[config.mk]
export PLATFORM = sky130hd
export DESIGN_NAME = wbr_regfile
export DESIGN_NICKNAME = d
export VERILOG_FILES = /design/src/rtl/wbr_regfile_pkg.sv /design/src/rtl/wbr_store.sv /design/src/rtl/wbr_read_port.sv /design/src/rtl/wbr_regfile.sv
export SDC_FILE = /design/constraint.sdc
export NUM_CORES = 2
export LEC_CHECK = 0
export BUFFER_PORTS_ARGS = -buffer_cell sky130_fd_sc_hd__buf_2
export CAP_MARGIN = 30
export CORE_AREA = 2 2 282 493
export DETAILED_ROUTE_END_ITERATION = 6
export DIE_AREA = 0 0 284 495
export HOLD_SLACK_MARGIN = 0.15
export SYNTH_ARGS = -nofsm -noshare
export SYNTH_HDL_FRONTEND = slang
export SYNTH_SLANG_ARGS = --single-unit
[constraint.sdc]
create_clock -name clk -period 3.5 [get_ports clk]
set_input_delay 0.7 -clock clk [delete_from_list [all_inputs] [get_ports clk]]
set_output_delay 0.7 -clock clk [all_outputs]
set_load 0.03 [all_outputs]
[src/rtl/wbr_regfile_pkg.sv]
package wbr_regfile_pkg;
  parameter int unsigned XLEN  = 32;
  parameter int unsigned NREGS = 32;
  localparam int unsigned AW   = $clog2(NREGS);
  typedef logic [XLEN-1:0] word_t;
  typedef logic [AW-1:0]   addr_t;
endpackage

[src/rtl/wbr_store.sv]
module wbr_store
  import wbr_regfile_pkg::*;
(
  input  logic  clk,
  input  logic  rst_n,
  input  logic  we,
  input  addr_t wa,
  input  word_t wd,
  output word_t q [NREGS]
);
  assign q[0] = '0;
  for (genvar i = 1; i < NREGS; i++) begin : g_reg
    word_t r;
    always_ff @(posedge clk) begin
      if (!rst_n)                              r <= '0;
      else if (we && (wa == addr_t'(i)))       r <= wd;
    end
    assign q[i] = r;
  end
endmodule

[src/rtl/wbr_read_port.sv]
module wbr_read_port
  import wbr_regfile_pkg::*;
(
  input  word_t q [NREGS],
  input  addr_t ra,
  input  logic  we,
  input  addr_t wa,
  input  word_t wd,
  output word_t rd
);
  logic hit;
  assign hit = we && (wa == ra) && (ra != '0);
  always_comb begin
    if (hit) rd = wd;
    else     rd = q[ra];
  end
endmodule

[src/rtl/wbr_regfile.sv]
module wbr_regfile
  import wbr_regfile_pkg::*;
(
  input  logic        clk,
  input  logic        rst_n,
  input  logic [4:0]  rd_addr_a,
  output logic [31:0] rd_data_a,
  input  logic [4:0]  rd_addr_b,
  output logic [31:0] rd_data_b,
  input  logic        wr_en,
  input  logic [4:0]  wr_addr,
  input  logic [31:0] wr_data
);
  word_t q [NREGS];

  wbr_store u_store (
    .clk(clk), .rst_n(rst_n), .we(wr_en), .wa(wr_addr), .wd(wr_data), .q(q)
  );

  wbr_read_port u_port_a (
    .q(q), .ra(rd_addr_a), .we(wr_en), .wa(wr_addr), .wd(wr_data), .rd(rd_data_a)
  );

  wbr_read_port u_port_b (
    .q(q), .ra(rd_addr_b), .we(wr_en), .wa(wr_addr), .wd(wr_data), .rd(rd_data_b)
  );
endmodule

==> metrics <==
Cell Area, Placed=about 59000 sq um; Starting Density=39.7%; P per Cell Area=409 nW/um^2; Max-Cap Viols=0; minimum clock period=3.54 ns; final non-filler cell total=8011; Max Slew Vio Count=0; drc violations=0; Post-synth EDFFs=0; CP Max Fanout=13; Via Count=48700; Finished Cell Area=62600 sq um; clk sinks=~990; Setup crit end kind=primary output; Tcrit/Tclk final=101%; H-tree levels=3; Seq/Total Area, Yosys=36.6%; Cells after Synth=a little over 6000; max reg flops=between 900 and 1000; wire length per cell=26.9 microns; first-pass GRT wire length=313 mm; library cells used by synthesis=56; fraction of registers with async set/reset=0%; # IOs=between 100 and 150; hold path startpoint=wr_data[31]; Setup Skew=0 ns; initial antenna violation count=4; Buffers on Ports=113; r2r worst-path depth=2; Via-to-Cell Ratio=about 6.1; crit-path max cell delay=0.33 ns; vias in the first global route=roughly 48000; Die ar.=141000 sq um; count of state elements after synthesis=992; Worst-Margin Slew=around 0.84 ns; Area growth syn-to-layout=15.2%; Longest Clk Path Bufs=3; final hold vios=0; Post-DRT Antenna Nets=0; Root Driver=clkbuf_16; GR Overflow Total=0; fillers=13100; worst r2r src=u_store.g_reg[7].r[18]; hold_buf cts=0; yosys synthesis warning count=0; R2R Setup Slk=2.77 ns; failing checks=setup timing; critical setup path kind=input pin to primary output; crit path to=rd_data_a[28]; Largest regs=u_store.g.r (992); final setup TNS=-0.0676 ns; core area=137000 sq um; CP max stage cell=a211oi_1; status=finished, violations left; drt pass-1 iters=6; Die Y=495 microns; DP HPWL=138 mm; drt initial violations=approximately 4900; final setup margin=-0.0363 ns; largest register by flop count=u_store.g.r; leak pwr=~21 nW; final design utilization=45.7%; All-Layer GR Usage=29.6%; final wirelength=216 mm; Slew headroom=43.7%; Worst-path clk slew=~0.07 ns; CP required=about 2.8 ns; Fmax=approximately 0.28 GHz; clk_lat worst skew=0.69 ns; most used flip-flop cell after synthesis=dfxtp_1; placed insts=7833; Mapped Nets=6199; Rows=180; die width=roughly 280 microns; CP Launch Type=input pin; # nets final=around 6200; Final GP Congestion=roughly 0.9; Final Setup Violations=4; peak supply drop=between 300 and 400 uV; Synth Cell Area=54300 sq um; critical path, cell by cell=buf_2, or2_0, o21ai_0, nand4_1, buf_4, buf_12, buf_12, and4_1, a211oi_1, buf_2; worst hold path type=input pin to flop; CP Launch Point=wr_addr[4]; WP data arrival=2.84 ns; CTS tree=built; largest net degree at the start of global routing=124; RSZ-0062 raised after global routing=true; share of layout cells above drive strength 1=19.1%; CTS buffer count=92; syn_area_per_cell=8.83 sq um; worst r2r dst=u_store.g_reg[7].r[18]
[through the flow]
stage / power (mW) / setup WS, ns / hold WS [ns]
4_1_cts: 25.6 / -0.0743 / 0.267
3_3_place_gp: 14.9 / -0.451 / 0.449
5_1_grt: 26.2 / -0.0363 / 0.315
2_1_floorplan: 13.5 / 0.194 / 0.441
6_report: 25.6 / -0.0363 / 0.306
3_5_place_dp: 14.9 / -0.121 / 0.456
[cell type report]
| type | count | area [sq um] | share of cell area [%] |
|---|---|---|---|
| Multi-Input combinational cell | 4481 | 31800 | 50.8 |
| Sequential cell | 992 | 19900 | 31.7 |
| Timing Repair Buffer | 548 | 5530 | 8.83 |
| Clock buffer | 138 | 2780 | 4.44 |
| Tap cell | 1820 | 2280 | 3.64 |
| Clock inverter | 29 | 360 | 0.576 |
| Inverter | 2 | 7.51 | 0.0120 |
| Antenna cell | 1 | 2.50 | 0.00400 |
[report_power, final]
part | internal (mW) | total, mW | switching (mW) | leakage, nW
Clock | 6.08 | 10.9 | 4.78 | 1.55
Sequential | 11.4 | 11.4 | 0.0623 | 8.00
Combinational | 1.26 | 3.33 | 2.07 | 11.8
[cells in the mapped netlist (all sizes together), types with 8 or more instances]
| cell | count | area share [%] |
|---|---|---|
| nand2b | 8 | 0.11 |
| dfxtp | 992 | 37 |
| o21ai | 28 | 0.26 |
| mux2 | 65 | 1.3 |
| a22oi | 63 | 0.87 |
| buf | 270 | 3.2 |
| nor3 | 15 | 0.21 |
| mux2i | 404 | 7.4 |
| a21boi | 992 | 14 |
| mux4 | 262 | 11 |
| a221oi | 157 | 2.6 |
| clkbuf | 405 | 2.8 |
| nand2 | 2091 | 14 |
| nor2 | 97 | 0.67 |
| nand3 | 31 | 0.29 |
| a211oi | 64 | 1.3 |
| o2111ai | 31 | 0.50 |
| nor2b | 10 | 0.12 |
| o2111a | 31 | 0.64 |
| o221ai | 62 | 1.0 |
| and4 | 32 | 0.52 |
[kinds of logic (layout without fill, tap and decap cells)]
logic type             Yosys count  after routing  share of synthesized area [%]
XOR/XNOR                         8              8                          0.129
buffers and inverters          677            717                           5.96
AND/OR/NAND/NOR               2302           2303                           16.6
AO/OA/AOI/OAI                 1439           1439                           21.1
multiplexers                   731            731                           19.7
other                            0              1                              0
flip-flops                     992            992                           36.6
[routing by layer]
metal  GRT usage [%]  wire [microns]
met5               0              13
met4            18.7           14400
met3            4.57           17000
met2            50.6          105000
met1            34.6           79300
[critical path: cells and delay by family]
family | cells | cell delay, ns
simple gates | 3 | 0.57
compound gates | 2 | 0.64
buf+inv | 5 | 0.92
[cell usage in the layout, fill, tap and decap left out, types with 13 or more instances in the layout]
master     Yosys  layout
a221oi_1     147     143
nor2_4         0      21
nand3_1       31      31
a21boi_0     710     710
a211oi_1      20      13
buf_2        160      83
a211oi_2      44      44
dfxtp_1      992     992
o221ai_1      62      57
a221oi_2      10      14
o2111ai_1     31      30
a22oi_1       63      63
clkbuf_8       0      22
mux2i_1      404     403
nor2_1        97      76
and4_1        32      31
a21boi_1     282     282
mux2_2        65      65
o2111a_1      31      27
clkbuf_16      0      99
o21ai_0       28      27
clkinv_2       0      16
nand2_1     2090    2060
clkbuf_1     405      21
buf_12         8     115
nand2_2        1      31
buf_4         33     324
mux4_2       260     260
[how the worst min path moves through the flow]
stage / end / depth (start not counted) / slack, ns
3_3_place_gp: u_store.g_reg[20].r[26] / 2 / 0.45
3_5_place_dp: u_store.g_reg[24].r[18] / 2 / 0.46
4_1_cts: u_store.g_reg[31].r[31] / 3 / 0.27
2_1_floorplan: u_store.g_reg[3].r[2] / 2 / 0.44
6_report: u_store.g_reg[31].r[31] / 3 / 0.31
5_1_grt: u_store.g_reg[31].r[31] / 3 / 0.32
[what timing repair did]
item	in CTS	in global routing
pin swaps	1	5
gates cloned	0	3
resized for setup	16	61
setup buffers	2	5
setup endpoints to repair	23	41
Note: power is estimated with default switching activity, not from simulation.
